$ cat config.mk
export PLATFORM = sky130hd
export DESIGN_NAME = edo_dq_ctrl
export DESIGN_NICKNAME = d
export VERILOG_FILES = /design/src/rtl/edo_dq_pkg.sv /design/src/rtl/edo_strobe_sampler.sv /design/src/rtl/edo_dq_fsm.sv /design/src/rtl/edo_write_capture.sv /design/src/rtl/edo_dq_ctrl.sv
export SDC_FILE = /design/constraint.sdc
export NUM_CORES = 1
export LEC_CHECK = 0
export CORE_MARGIN = 2
export CORE_UTILIZATION = 45
export CTS_BUF_LIST = sky130_fd_sc_hd__clkbuf_2
export DETAILED_ROUTE_END_ITERATION = 12
export DONT_BUFFER_PORTS = 1
export PLACE_DENSITY = 0.62
export SETUP_SLACK_MARGIN = 0.4
export SLEW_MARGIN = 10
export SYNTH_ARGS = -nofsm -noshare
export SYNTH_HDL_FRONTEND = slang
export SYNTH_SLANG_ARGS = --single-unit
$ cat constraint.sdc
create_clock -name clk -period 1.8 [get_ports clk]
set_input_delay 0.27 -clock clk [delete_from_list [all_inputs] [get_ports clk]]
set_output_delay 0.27 -clock clk [all_outputs]
set_load 0.05 [all_outputs]
$ cat src/rtl/edo_dq_pkg.sv
package edo_dq_pkg;

    typedef enum logic [2:0] {
        ST_IDLE    = 3'd0,
        ST_RD_ON   = 3'd1,
        ST_RD_GAP  = 3'd2,
        ST_HOLD_ON = 3'd3,
        ST_PARKED  = 3'd4,
        ST_WRITE   = 3'd5
    } dq_state_e;

    typedef struct packed {
        logic ras_n;
        logic cas_n;
        logic we_n;
        logic oe_n;
    } strobe_t;

    localparam int STROBE_W = $bits(strobe_t);

endpackage

$ cat src/rtl/edo_strobe_sampler.sv
module edo_strobe_sampler
    import edo_dq_pkg::*;
#(
    parameter int DW = 4
) (
    input  logic          clk,
    input  logic          rst_n,
    input  strobe_t       raw,
    input  logic [DW-1:0] rd_raw,
    input  logic [DW-1:0] dq_raw,
    output strobe_t       cur,
    output logic          cas_fall,
    output logic          we_fall,
    output logic [DW-1:0] cur_rd,
    output logic [DW-1:0] cur_dq
);

    localparam strobe_t IDLE_LEVELS = '{ras_n: 1'b1, cas_n: 1'b1, we_n: 1'b1, oe_n: 1'b1};

    strobe_t prev;

    // first stage: capture of the pin levels
    always_ff @(posedge clk) begin
        if (!rst_n) begin
            cur    <= IDLE_LEVELS;
            cur_rd <= '0;
            cur_dq <= '0;
        end else begin
            cur    <= raw;
            cur_rd <= rd_raw;
            cur_dq <= dq_raw;
        end
    end

    // second stage: previous level for edge detection
    always_ff @(posedge clk) begin
        if (!rst_n) begin
            prev <= IDLE_LEVELS;
        end else begin
            prev <= cur;
        end
    end

    assign cas_fall = prev.cas_n & ~cur.cas_n;
    assign we_fall  = prev.we_n  & ~cur.we_n;

endmodule

$ cat src/rtl/edo_dq_fsm.sv
module edo_dq_fsm
    import edo_dq_pkg::*;
#(
    parameter int DW = 4
) (
    input  logic          clk,
    input  logic          rst_n,
    input  strobe_t       cur,
    input  logic          cas_fall,
    input  logic          we_fall,
    input  logic [DW-1:0] cur_rd,
    output dq_state_e     state,
    output logic          dq_oe,
    output logic [DW-1:0] dq_out
);

    dq_state_e nxt;
    logic      rd_cycle;
    logic      both_high;
    logic      rd_open;
    logic [DW-1:0] held_q;

    assign rd_cycle  = (state == ST_RD_ON) || (state == ST_RD_GAP);
    assign both_high = cur.ras_n && cur.cas_n;
    assign rd_open   = cas_fall && !cur.ras_n && cur.we_n;

    // state register
    always_ff @(posedge clk) begin
        if (!rst_n) begin
            state <= ST_IDLE;
        end else begin
            state <= nxt;
        end
    end

    // transitions, in priority order
    always_comb begin
        nxt = state;
        if (both_high) begin
            nxt = ST_IDLE;                               // both_high
        end else if (cas_fall) begin
            if (cur.ras_n) begin
                nxt = ST_IDLE;                           // refresh_fall
            end else if (!cur.we_n) begin
                nxt = ST_WRITE;                          // wr_open
            end else if (cur.oe_n) begin
                nxt = ST_RD_GAP;                         // rd_open, enable off
            end else begin
                nxt = ST_RD_ON;                          // rd_open
            end
        end else if (we_fall && cur.cas_n) begin
            nxt = ST_PARKED;                             // we_park
        end else if (we_fall && !cur.ras_n && cur.oe_n && rd_cycle) begin
            nxt = ST_WRITE;                              // late_wr
        end else begin
            unique case (state)
                ST_RD_ON: begin
                    if (cur.oe_n) begin
                        nxt = ST_RD_GAP;                 // oe_gap
                    end else if (cur.cas_n) begin
                        nxt = ST_HOLD_ON;                // cas_hold
                    end
                end
                ST_RD_GAP: begin
                    if (cur.cas_n) begin
                        nxt = ST_PARKED;                 // gap_park
                    end else if (!cur.oe_n) begin
                        nxt = ST_RD_ON;                  // oe_back
                    end
                end
                ST_HOLD_ON: begin
                    if (cur.oe_n) begin
                        nxt = ST_PARKED;                 // hold_park
                    end
                end
                ST_IDLE, ST_PARKED, ST_WRITE: begin
                    nxt = state;
                end
                default: begin
                    nxt = ST_IDLE;
                end
            endcase
        end
    end

    // read data latch: loaded only when a read column cycle opens
    always_ff @(posedge clk) begin
        if (!rst_n) begin
            held_q <= '0;
        end else if (rd_open) begin
            held_q <= cur_rd;
        end
    end

    // outputs from the state alone
    always_comb begin
        dq_oe = 1'b0;
        unique case (state)
            ST_RD_ON, ST_HOLD_ON: dq_oe = 1'b1;
            ST_IDLE, ST_RD_GAP, ST_PARKED, ST_WRITE: dq_oe = 1'b0;
            default: dq_oe = 1'b0;
        endcase
    end

    assign dq_out = held_q;

endmodule

$ cat src/rtl/edo_write_capture.sv
module edo_write_capture
    import edo_dq_pkg::*;
#(
    parameter int DW = 4
) (
    input  logic          clk,
    input  logic          rst_n,
    input  strobe_t       cur,
    input  logic          cas_fall,
    input  logic          we_fall,
    input  dq_state_e     state,
    input  logic [DW-1:0] cur_dq,
    output logic          wr_stb,
    output logic [DW-1:0] wr_data
);

    logic early_hit;
    logic late_hit;
    logic rd_cycle;

    assign rd_cycle  = (state == ST_RD_ON) || (state == ST_RD_GAP);
    // write enable already low when the column strobe falls
    assign early_hit = cas_fall && !cur.ras_n && !cur.we_n;
    // write enable falls inside a read column cycle with the output released
    assign late_hit  = we_fall && !cas_fall && !cur.cas_n && !cur.ras_n
                       && cur.oe_n && rd_cycle;

    always_ff @(posedge clk) begin
        if (!rst_n) begin
            wr_stb  <= 1'b0;
            wr_data <= '0;
        end else begin
            wr_stb <= early_hit || late_hit;
            if (early_hit || late_hit) begin
                wr_data <= cur_dq;
            end
        end
    end

endmodule

$ cat src/rtl/edo_dq_ctrl.sv
module edo_dq_ctrl
    import edo_dq_pkg::*;
#(
    parameter int DW = 4
) (
    input  logic          clk,
    input  logic          rst_n,
    input  logic          ras_n,
    input  logic          cas_n,
    input  logic          we_n,
    input  logic          oe_n,
    input  logic [DW-1:0] rd_data,
    input  logic [DW-1:0] dq_in,
    output logic          dq_oe,
    output logic [DW-1:0] dq_out,
    output logic          wr_stb,
    output logic [DW-1:0] wr_data
);

    strobe_t       raw;
    strobe_t       cur;
    logic          cas_fall;
    logic          we_fall;
    logic [DW-1:0] cur_rd;
    logic [DW-1:0] cur_dq;
    dq_state_e     state;

    assign raw = '{ras_n: ras_n, cas_n: cas_n, we_n: we_n, oe_n: oe_n};

    edo_strobe_sampler #(.DW(DW)) u_sampler (
        .clk      (clk),
        .rst_n    (rst_n),
        .raw      (raw),
        .rd_raw   (rd_data),
        .dq_raw   (dq_in),
        .cur      (cur),
        .cas_fall (cas_fall),
        .we_fall  (we_fall),
        .cur_rd   (cur_rd),
        .cur_dq   (cur_dq)
    );

    edo_dq_fsm #(.DW(DW)) u_fsm (
        .clk      (clk),
        .rst_n    (rst_n),
        .cur      (cur),
        .cas_fall (cas_fall),
        .we_fall  (we_fall),
        .cur_rd   (cur_rd),
        .state    (state),
        .dq_oe    (dq_oe),
        .dq_out   (dq_out)
    );

    edo_write_capture #(.DW(DW)) u_wcap (
        .clk      (clk),
        .rst_n    (rst_n),
        .cur      (cur),
        .cas_fall (cas_fall),
        .we_fall  (we_fall),
        .state    (state),
        .cur_dq   (cur_dq),
        .wr_stb   (wr_stb),
        .wr_data  (wr_data)
    );

endmodule

* After elaboration in Yosys (flattened, before gate mapping)
Index checks and enable logic that the tools add are counted.
Word-level totals: register bits 26, output and inout bits 10, word-level logic and storage cells 63
Cells by class: equal/unequal tests 9, multiplexer cells 13, bitwise operators 5, reductions and logical operators 24
Operators with widths (number):
- $mux 3 | 10
- $logic_and 1x1->1 | 13
- $ne 6x5->1 const B | 2
- $pmux 3 s4 | 1
- $eq 3x2->1 const B | 2
- $eq 3x3->1 const B | 2
- $ne 5x2->1 const B | 1
- $logic_not 1->1 | 4
- $ne 4x1->1 const B | 1
- $reduce_and 4->1 | 1
- $reduce_or 2->1 | 2
- $eq 3x1->1 const B | 1
- $logic_not 3->1 | 1
- $not 1->1 | 3
- $reduce_or 3->1 | 1
- $and 1x1->1 | 2
- $logic_or 1x1->1 | 2
- $mux 2 | 1
- $mux 1 | 1

* Longest topological paths before layout
Gate-level depths: netlist of run 1.
depth in word-level cells 9, mapped depth 7, gate-level depth less buffers 5

* Modules after synthesis
From an unflattened synthesis of run 1, not the netlist that was laid out.
Second synthesis, totals: cells, all modules 126, area total of the unflattened synthesis 1237.4 um^2
By module, submodules not included:
- edo_dq_fsm | times used 1, cells an instance 56, area each 483.0 um^2, seq. area each 140.1 um^2
- edo_strobe_sampler | times used 1, cells an instance 31, area each 389.1 um^2, seq. area each 280.3 um^2
- edo_write_capture | times used 1, cells an instance 39, area each 365.4 um^2, seq. area each 100.1 um^2

* Worst setup path after synthesis of run 1
No wires, ideal clock.
kind reg2reg, start register u_fsm.state[0], end register u_fsm.state[0], library setup time 66 ps, data arrival time 1714 ps, data required time 1734 ps, setup slack 21 ps, cell stages (with the launch flop) 6, buffers on the path 0, clock period less this slack 1779 ps, path through dfxtp_1 > inv_1 > nor2_1 > o32ai_2 > a31oi_1 > a21boi_2
Between the ends: longest elaborated chain between the ends 6
RTL lines:
- start: declaration | RTL line edo_dq_fsm.sv:12 | output dq_state_e state,
- start signal: assignment | RTL line edo_dq_fsm.sv:32 | state <= nxt;
- $eq 3x3->1 (tied with other cells) | RTL line edo_dq_fsm.sv:56 | unique case (state)
- $reduce_or 3->1 / $logic_or 1x1->1 (equally long branches) | RTL line edo_dq_fsm.sv:56, edo_dq_fsm.sv:23
- $pmux 3 s4 / $logic_and 1x1->1 (equally long branches) | RTL line edo_dq_fsm.sv:56, edo_dq_fsm.sv:53
- $mux 3 | RTL line edo_dq_fsm.sv:53 | end else if (we_fall && !cur.ras_n && cur.oe_n && rd_cycle) begin
- $mux 3 | RTL line edo_dq_fsm.sv:51 | end else if (we_fall && cur.cas_n) begin
- $mux 3 | RTL line edo_dq_fsm.sv:41 | end else if (cas_fall) begin
Parallel ways exist; a longest one is shown, timed or not. A chain may end at the register's enable or synchronous reset.

* Worst setup path after layout of run 1
start register u_sampler.cur[2] (netlist name), end register u_fsm.state[1]
Between the ends: longest elaborated chain between the ends 5
RTL lines:
- $mux 3 | RTL line edo_dq_fsm.sv:65 | if (cur.cas_n) begin
- $pmux 3 s4 | RTL line edo_dq_fsm.sv:56
- $mux 3 | RTL line edo_dq_fsm.sv:53
- $mux 3 | RTL line edo_dq_fsm.sv:51
- $mux 3 | RTL line edo_dq_fsm.sv:41
Parallel ways exist; a longest one is shown, timed or not.

==> impl_metrics.toml, run 1 <==
[run_status]
status = "finished clean"

[placement]
gp_congestion = 0.863
io_buffer_count = 0
placed_area_sq_mm = 0.00109
dp_slack_ns = 0.293
dpl.cell_count = 138
dpl.hpwl_microns = 1370

[global_routing]
grt_usage = 0.163
grt_pass1_wl_microns = 3280
grt_pass1_vias = 736
grt.overflow.total = 0
antenna_found_initial = 0
grt_max_degree = 26

[clock_network]
clk_latency_ns = 0.34
cts-root-buf = "clkbuf_2"
cts_tree = "yes"
numCtsBuffers = 3
clk_pin_slew_ns = 0.23
h-tree-depth = 1
cts_buffer_depth = 2
cts.sinks = 26

[worst_setup_path]
reg2reg_to = "u_fsm.state[1]"
worstSetupStartpointType = "flip-flop"
worst-setup-path-type = "reg2reg"
cp-end-kind = "flip-flop"
worstPathMaxFanout = 5
crit_slowest_cell = "dfxtp_4"
r2r-start = "u_sampler.cur[2]"
rrSetupSlack_ns = 0.40
slowest_delay_ns = 0.41
crit_start = "u_sampler.cur[2]"
crit_end = "u_fsm.state[1]"
crit_required_ns = 2.08
reg2regPathDepth = 5
critical_path.cell_chain = "and4bb_1 > a31oi_2 > o32ai_2 > nand2_1 > a21o_1"
crit_arrival_ns = 1.68

[cells_and_area]
syn_to_final_growth_pct = 23.1
fin_nets = 144
fin_cells = 157
final_cell_area_sq_mm = 0.00132
drive_gt1_frac = 0.217
diodes = 0
final_common_cell = "dfxtp_1"
layout_common_cells = "dfxtp_1 (20), nand2_1 (12), and2_1 (9), dlygate4sd3_1 (9)"

[timing]
drv_slew = 0
clock.fmax_mhz = 714
post-route-period-util = 0.778
period_needed_ns = 1.40
max-slew-margin-rel = 0.650
tns_ns = 0
tightest_slew_ns = 0.524
worst_clock_skew_ns = 0.00533
hold_viol_final = 0
rsz0062_at_grt = "yes"
finalSetupViolations = 0
setup_slack_ns = 0.399

[worst_hold_path]
hp-start = "rst_n"
min_path_type = "in2reg"

[route]
ant_nets = 0
wl_microns = 2260
firstDrtPassIters = 4
via_count = 843
wire_per_inst_microns = 14.4
vias_per_cell = 5.37
drc = 0
drt_iter0_drc = 13

[pwr]
pwr_density_cell_mw_per_mm2 = 806
power.switching_uw = 229
p_clk_frac = 0.338
swShare = 0.216
p_comb_frac = 0.086
p_seq_frac = 0.576
intPower_uw = 833
p_leak_nw = 0.512
ir_worst_vdd_mv = 0.834

[floorplanning]
die_y_microns = 52.8
io_pins = 24
dieArea_sq_mm = 0.00279
start_util = 0.480
num_rows = 17
die_w_microns = 52.8
core-area_sq_mm = 0.00223

[synthesis]
synth_area_sq_mm = 0.00107
yosysSeqAreaShare = 0.486
synth-async-reset-ratio = 0
synthFlopType = "dfxtp_1"
yosysWarnings = 0
ys_ff_latch = 26
synth.net_count = 129
ys_types = 33
synth_edf_count = 0
syn_inst = 115
synth_area_per_cell_sq_um = 9.31

[job]
max_cap_viol_count = 0
[state kept, by name, summed over array words and instances, names as in the netlist]
signal and count:
u_sampler.prev 2, u_fsm.dq_out 4, u_sampler.cur_rd 4, u_sampler.cur_dq 4
u_wcap.wr_data 4, u_wcap.wr_stb 1, u_fsm.state 3, u_sampler.cur 4
[what timing repair did]
| item | in CTS | in global routing |
|---|---|---|
| pin swaps | 2 | 4 |
| buffers inserted | 4 | 2 |
| endpoints found under the hold margin | 6 | 9 |
| gates resized for setup | 13 | 7 |
| hold buffers | 3 | 6 |
| setup endpoints to repair | 13 | 13 |
[cell families (layout without fill, tap and decap cells)]
logic type	after synthesis	after routing	share of synthesized area
AOI/OAI and AO/OA	19	19	0.129
xor gates and xnor gates	1	1	0.00818
buffers and inverters	10	24	0.0444
DFF	26	26	0.486
muxes	4	4	0.0374
and+or+nand+nor	55	55	0.296
[worst min path at each step]
stage / slack (ns) / to / cells past startpoint
floorplan: 0.36 / u_sampler.prev[1] / 1
finish: 0.03 / u_sampler.cur_rd[2] / 1
global placement: 0.34 / u_sampler.prev[2] / 1
CTS: 0.003 / u_sampler.cur[0] / 1
global route: 0.0008 / u_sampler.cur_dq[2] / 1
detailed placement: 0.35 / u_sampler.prev[2] / 1
[Yosys cell counts, types with 2 or more instances]
cell type  instances  area, sq um
and2_1             9         56.3
a31oi_1            3         18.8
dfxtp_1           26          521
mux2i_1            4         40.0
nand3_1            5         25.0
inv_1              4         15.0
clkbuf_1           3         11.3
nand2b_1           6         37.5
o21ai_0            6         30.0
nand2_1           12         45.0
a21oi_1            3         15.0
nor3b_1            2         15.0
nor2b_1            6         37.5
buf_2              2         10.0
nor2_1             5         18.8
and3b_1            2         17.5
[per-layer routing]
layer,wire length [microns],share of wire,global-route usage
met1,971,0.43,0.196
met2,1110,0.49,0.285
met3,158,0.070,0.0629
met4,17,0.0075,0.0128
met5,0,0,0
[critical path: cells and delay by family (launching register included)]
kind / cells / cell delay (ns)
simple gates: 2 / 0.42
flops: 1 / 0.41
compound gates: 3 / 0.50
[area by class of cell]
class / instances / area (sq um)
Clock buffer: 3 / 15.0
Tap cell: 28 / 35.0
Multi-Input combinational cell: 79 / 529
Inverter: 4 / 15.0
Timing Repair Buffer: 16 / 154
Clock inverter: 1 / 30.0
Fill cell: 209 / 915
Sequential cell: 26 / 541
[power by group through the flow]
stage / Combinational, mW / Sequential (mW) / Clock [mW]
after floorplan: 0.0600 / 0.621 / 0
after global placement: 0.0565 / 0.627 / 0
after detailed placement: 0.0571 / 0.628 / 0
after CTS: 0.0730 / 0.611 / 0.366
after global routing: 0.0989 / 0.615 / 0.386
final: 0.0913 / 0.612 / 0.359
[stage by stage]
| step | hold WS, ns | power (mW) | util |
|---|---|---|---|
| after CTS | 0.00282 | 1.05 | 0.545 |
| final | 0.0265 | 1.06 | 0.590 |
| after global routing | 0.000752 | 1.10 | 0.590 |
| after detailed placement | 0.348 | 0.685 | 0.487 |
| after global placement | 0.345 | 0.684 | 0.487 |
| after floorplan | 0.359 | 0.681 | - |
Power figures use the tool's default switching activity.
==> run 2: changes to the inputs <==
- ABC_AREA: default -> 1
- clock period: 1.8 -> 1.4 ns (I/O delays scaled with it)
==> run 2 against run 1 <==
  * Global-route usage grew 3.6 points
  * Utilization grew 12 points
  * Combinational power grew 130%
  * Cell count grew 29%
  * Worst setup slack lost 0.31 ns
  * Die area shrank 1.8%
  * First-iteration DRC count is the same
  * Non-clock buffer count grew 16
  * Critical path depth shrank 2
  * Largest power group unchanged
  * Highest routed layer unchanged
==> impl_metrics.toml, run 2 <==
[worst_setup_path]
crit_start = "u_fsm.state[0]"
r2r-start = "u_fsm.state[0]"
worstSetupStartpointType = "flip-flop"
crit_required_ns = 1.19
worst-setup-path-type = "reg2out"
crit_arrival_ns = 1.11
worstPathMaxFanout = 4
cp-end-kind = "output port"

[global_routing]
grt_pass1_wl_microns = 4050
grt.overflow.total = 0
grt_pass1_vias = 973
grt_usage = 0.199
grt_max_degree = 19
antenna_found_initial = 0

[timing]
hold_viol_final = 0
drv_slew = 0
clock.fmax_mhz = 760
period_needed_ns = 1.32
tightest_slew_ns = 0.566
worst_clock_skew_ns = 0.0127
finalSetupViolations = 0
post-route-period-util = 0.940
whs_ns = 0.0399
rsz0062_at_grt = "yes"
tns_ns = 0
max-slew-margin-rel = 0.623

[job]
max_cap_viol_count = 0

[cells_and_area]
area.sequential_sq_um = 551
fillers = 181
fin_nets = 190
diodes = 0
layout_common_cells = "nand2_1 (23), nor2_1 (19), inv_1 (13)"
drive_gt1_frac = 0.423
syn_to_final_growth_pct = 48.9
final_common_cell = "nand2_1"
final_core_util = 0.706
fin_cells = 203
multi_input_area_sq_um = 515

[run_status]
status = "finished clean"

[route]
wl_microns = 2410
drc = 0
vias_per_cell = 4.85
ant_nets = 0
wire_per_inst_microns = 11.9
via_count = 985
drt_iter0_drc = 13
firstDrtPassIters = 4

[synthesis]
syn_inst = 141
yosysWarnings = 0
synth_area_per_cell_sq_um = 7.45
synth_top_area_frac = 0.496
synthFlopType = "dfxtp_1"
synth.net_count = 155
netlist_top_cells_count = "dfxtp_1 (26), nand2_1 (26), nor2_1 (22), inv_1 (18), nand3_1 (12)"
synth_edf_count = 0
ys_types = 19
synth_area_leaders = "dfxtp_1 (50%), nand2_1 (9.3%), nor2_1 (7.9%), inv_1 (6.4%), nand3_1 (5.7%)"
yosysSeqAreaShare = 0.496
yosys.area.top_type = "dfxtp_1"
synth_area_sq_mm = 0.00105
ys_ff_latch = 26
synth-async-reset-ratio = 0

[placement]
dpl.hpwl_microns = 1440
io_buffer_count = 0
gp_congestion = 0.824
dpl.cell_count = 176

[floorplanning]
start_util = 0.475
io_pins = 24
dieArea_sq_mm = 0.00274
core-area_sq_mm = 0.00221
num_rows = 17
die_w_microns = 52.3
die_y_microns = 52.3

[pwr]
power_mw = 1.27
pwr_density_cell_mw_per_mm2 = 811
p_leak_nw = 0.756
ir_worst_vdd_mv = 0.682

[clock_network]
cts.sinks = 26
clk_latency_ns = 0.33
numCtsBuffers = 3
cts-root-buf = "clkbuf_2"
clk_pin_slew_ns = 0.22
cts_buffer_depth = 2
cts_tree = "yes"
h-tree-depth = 1

[worst_hold_path]
min_path_type = "in2reg"
hp-start = "rst_n"
[run 2: metrics by stage]
step	instance area, sq um	worst slack, ns
after floorplan	1080	0.121
after global placement	1170	0.104
after detailed placement	1170	0.0946
after CTS	1490	0.0710
after global routing	1560	0.0207
final	1560	0.0845
[run 2: routing by layer]
metal / part of all wire / routed length [microns] / up-vias / track usage
met5: 0 / 0 / - / 0
met2: 0.51 / 1230 / 31 / 0.354
met4: 0.020 / 48 / 0 / 0.0513
met3: 0.046 / 111 / 6 / 0.0429
met1: 0.42 / 1010 / 448 / 0.241
li1: - / - / 500 / -
[run 2: critical path, stage by stage, from the launching register on]
cell and delay, ns:
dfxtp_4 0.42, nand2_4 0.09, clkinvlp_4 0.11, buf_8 0.16
[run 2: final cells by class]
cell class / instances / share of cell area
inverters: 23 / 0.0641
clock buffers: 3 / 0.00961
well taps: 28 / 0.0224
clock inverters: 1 / 0.00240
repair buffers: 32 / 0.219
multi-input cells: 90 / 0.330
flip-flops and latches: 26 / 0.352
[run 2: logic make-up after synthesis]
| group | after synthesis | synth area share |
|---|---|---|
| and+or+nand+nor | 77 | 0.347 |
| buffers and inverters | 25 | 0.0894 |
| AOI/OAI and AO/OA | 13 | 0.0679 |
| DFF | 26 | 0.496 |
[run 2: what timing repair did]
action	CTS	global route
setup buffers	8	2
endpoints found under the setup margin	22	30
gates resized for setup	37	20
hold endpoints to repair	22	0
hold buffers	13	0
pin swaps	7	8
[run 2: worst paths after layout]
check                           depth (start not counted)                end  slack [ns]
worst min register to register                          2  u_wcap.wr_data[1]        0.48
worst max register to register                         10     u_fsm.state[0]        0.14
worst max-delay path                                    3              dq_oe        0.08
worst min-delay path                                    2      u_wcap.wr_stb        0.04
[run 2: where the power goes]
part | switching (mW) | internal [mW] | leakage [nW]
Sequential | 0.0210 | 0.767 | 0.220
Combinational | 0.112 | 0.0961 | 0.522
Clock | 0.209 | 0.0621 | 0.0140
Total | 0.342 | 0.925 | 0.756
==> run 3: changes to the inputs <==
- SKIP_LAST_GASP: default -> 1
- SYNTH_HIERARCHICAL: default -> 1
==> run 3 against run 2 <==
  * Power increased by 22%
  * Utilization decreased by 0.22 points
  * Maximum frequency decreased by 1.5%
  * Clock power increased by 76%
  * Critical endpoint is now u_fsm/state[0]
==> impl_metrics.toml, run 3 <==
[run_status]
status = "finished clean"

[worst_hold_path]
worstHoldPathCells = 3
min_path_type = "in2reg"

[synthesis]
syn_inst = 164
yosysMostFrequentCell = "nand2_1"
synth_area_per_cell_sq_um = 6.97
synthFlopType = "dfxtp_1"
ys_ff_latch = 26
netlist_top_cells_count = "nand2_1 (45), inv_1 (34), dfxtp_1 (26), nor2_1 (14), nand3_1 (13)"
yosys.area.top_type = "dfxtp_1"
yosysSeqAreaShare = 0.455
synth-async-reset-ratio = 0
ys_types = 18
yosysWarnings = 6
synth.net_count = 178
synth_area_sq_mm = 0.00114
synth_top_area_frac = 0.455
synth_area_leaders = "dfxtp_1 (46%), nand2_1 (15%), inv_1 (11%), nand3_1 (5.7%), nor2_1 (4.6%)"
synth_edf_count = 0

[global_routing]
grt_pass1_wl_microns = 4280
grt.overflow.total = 0
grt_max_degree = 24
antenna_found_initial = 0
grt_usage = 0.202
grt_pass1_vias = 1013

[floorplanning]
start_util = 0.470
core-area_sq_mm = 0.00243
die_w_microns = 54.4
die_y_microns = 54.4
num_rows = 18
dieArea_sq_mm = 0.00296
io_pins = 24

[cells_and_area]
syn_to_final_growth_pct = 49.8
layout_common_cells = "nand2_1 (41), inv_1 (32), dfxtp_4 (15)"
multi_input_area_sq_um = 604
fin_nets = 213
final_cell_area_sq_mm = 0.00171
drive_gt1_frac = 0.404
fin_cells = 228
final_common_cell = "nand2_1"
area.sequential_sq_um = 579
diodes = 0
fillers = 174
final_core_util = 0.704

[route]
drt_iter0_drc = 41
drc = 0
wire_per_inst_microns = 12.5
wl_microns = 2860
vias_per_cell = 4.92
firstDrtPassIters = 4
ant_nets = 0
via_count = 1122

[placement]
placed_area_sq_mm = 0.00123
gp_congestion = 0.868
dpl.hpwl_microns = 1370
dpl.cell_count = 195
io_buffer_count = 0

[clock_network]
cts-root-buf = "clkbuf_2"
h-tree-depth = 1
clk_latency_ns = 0.35
cts.sinks = 26
cts_buffer_depth = 2
clk_pin_slew_ns = 0.26
cts_tree = "yes"
numCtsBuffers = 3

[worst_setup_path]
cp.depth = 9
critPathTopFamily = "simple AND/OR/NAND/NOR gates"
critical_path.cell_chain = "inv_1 > nand3_1 > nand2_2 > a21oi_4 > nand2_2 > nand2_2 > nand2_1 > nand2_1 > nor2_2"
worst-setup-path-type = "reg2reg"
worstPathMaxFanout = 4
crit_arrival_ns = 1.63
slowest_delay_ns = 0.44
cp-end-kind = "flip-flop"
worstPathBufferInverterCount = 1
cpMostUsedCell = "nand2_2"
worstSetupStartpointType = "flip-flop"
reg2regPathDepth = 9
crit_slowest_cell = "dfxtp_4"
crit_required_ns = 1.69

[timing]
post-route-period-util = 0.954
drv_slew = 0
rsz0062_at_grt = "yes"
max-slew-margin-rel = 0.415
finalSetupViolations = 0
worst_clock_skew_ns = 0.00875
tns_ns = 0
hold_viol_final = 0
tightest_slew_ns = 0.877
period_needed_ns = 1.34
clock.fmax_mhz = 749

[pwr]
ir_worst_vdd_mv = 0.714
pwr_density_cell_mw_per_mm2 = 900
p_leak_nw = 0.819
power_mw = 1.54

[job]
max_cap_viol_count = 0
-- run 3: cell count changes in the layout (fill, tap and decap cells not counted), sizes merged, moves of 2 or more --
cell,change
nor2,-7
inv,+14
a21boi,+2
buf,-3
a21oi,+9
nand2,+19
or2,-4
o21ai,-5
-- run 3: layout make-up --
type                            instances  share of cell area
Clock buffer                            3             0.00877
Sequential cell                        26               0.338
Clock inverter                          1              0.0175
Timing Repair Buffer                   30               0.180
Inverter                               36              0.0804
Multi-Input combinational cell        102               0.353
Tap cell                               30              0.0219
-- run 3: logic make-up (layout without fill, tap and decap cells) --
kind of cell,count (synthesis),after routing,synth area share
AND/OR/NAND/NOR,82,83,0.315
buffers and inverters,37,70,0.128
flip-flops,26,26,0.455
AO/OA/AOI/OAI,19,19,0.102
-- run 3: routing by layer --
layer  vias up  wire [microns]  GRT usage
met5         -               0          0
met4         0              13     0.0833
met3         2             113     0.0355
met2        35            1540      0.353
met1       520            1190      0.241
li1        565               -          -
-- run 3: stage by stage --
| stage | setup WS, ns | hold slack, ns |
|---|---|---|
| 3_3_place_gp | 0.0628 | 0.284 |
| 6_report | 0.0641 | 0.120 |
| 2_1_floorplan | 0.0293 | 0.294 |
| 3_5_place_dp | 0.0496 | 0.285 |
| 5_1_grt | -0.0249 | 0.0854 |
| 4_1_cts | 0.121 | 0.102 |
-- run 3: path summary, 6_finish.rpt --
path	start	end	slack, ns
worst min-delay path	rst_n	u_fsm/state[0]	0.12
worst max register to register	u_fsm/state[2]	u_fsm/state[0]	0.06
worst min register to register	u_sampler/cur_rd[0]	u_fsm/dq_out[0]	0.52
worst max-delay path	u_fsm/state[2]	u_fsm/state[0]	0.06
-- run 3: worst reg2reg max path, stage by stage, from the launching register on --
cell and delay (ns):
dfxtp_4 0.44, inv_1 0.09, nand3_1 0.12, nand2_2 0.09, a21oi_4 0.17, nand2_2 0.07
nand2_2 0.11, nand2_1 0.07, nand2_1 0.07, nor2_2 0.03
-- run 3: timing repair --
| action | in CTS | in global routing |
|---|---|---|
| endpoints found under the setup margin | 22 | 36 |
| cloned | 1 | 1 |
| hold buffers | 13 | 0 |
| buffers inserted | 10 | 4 |
| resized for setup | 43 | 19 |
| hold endpoints to repair | 23 | 0 |
| pin swaps | 3 | 9 |
-- run 3: report_power, final --
group          leakage [nW]  switching (mW)  internal, mW
combinational         0.569           0.141         0.120
sequential            0.223          0.0479         0.756
clock                0.0266           0.231         0.246
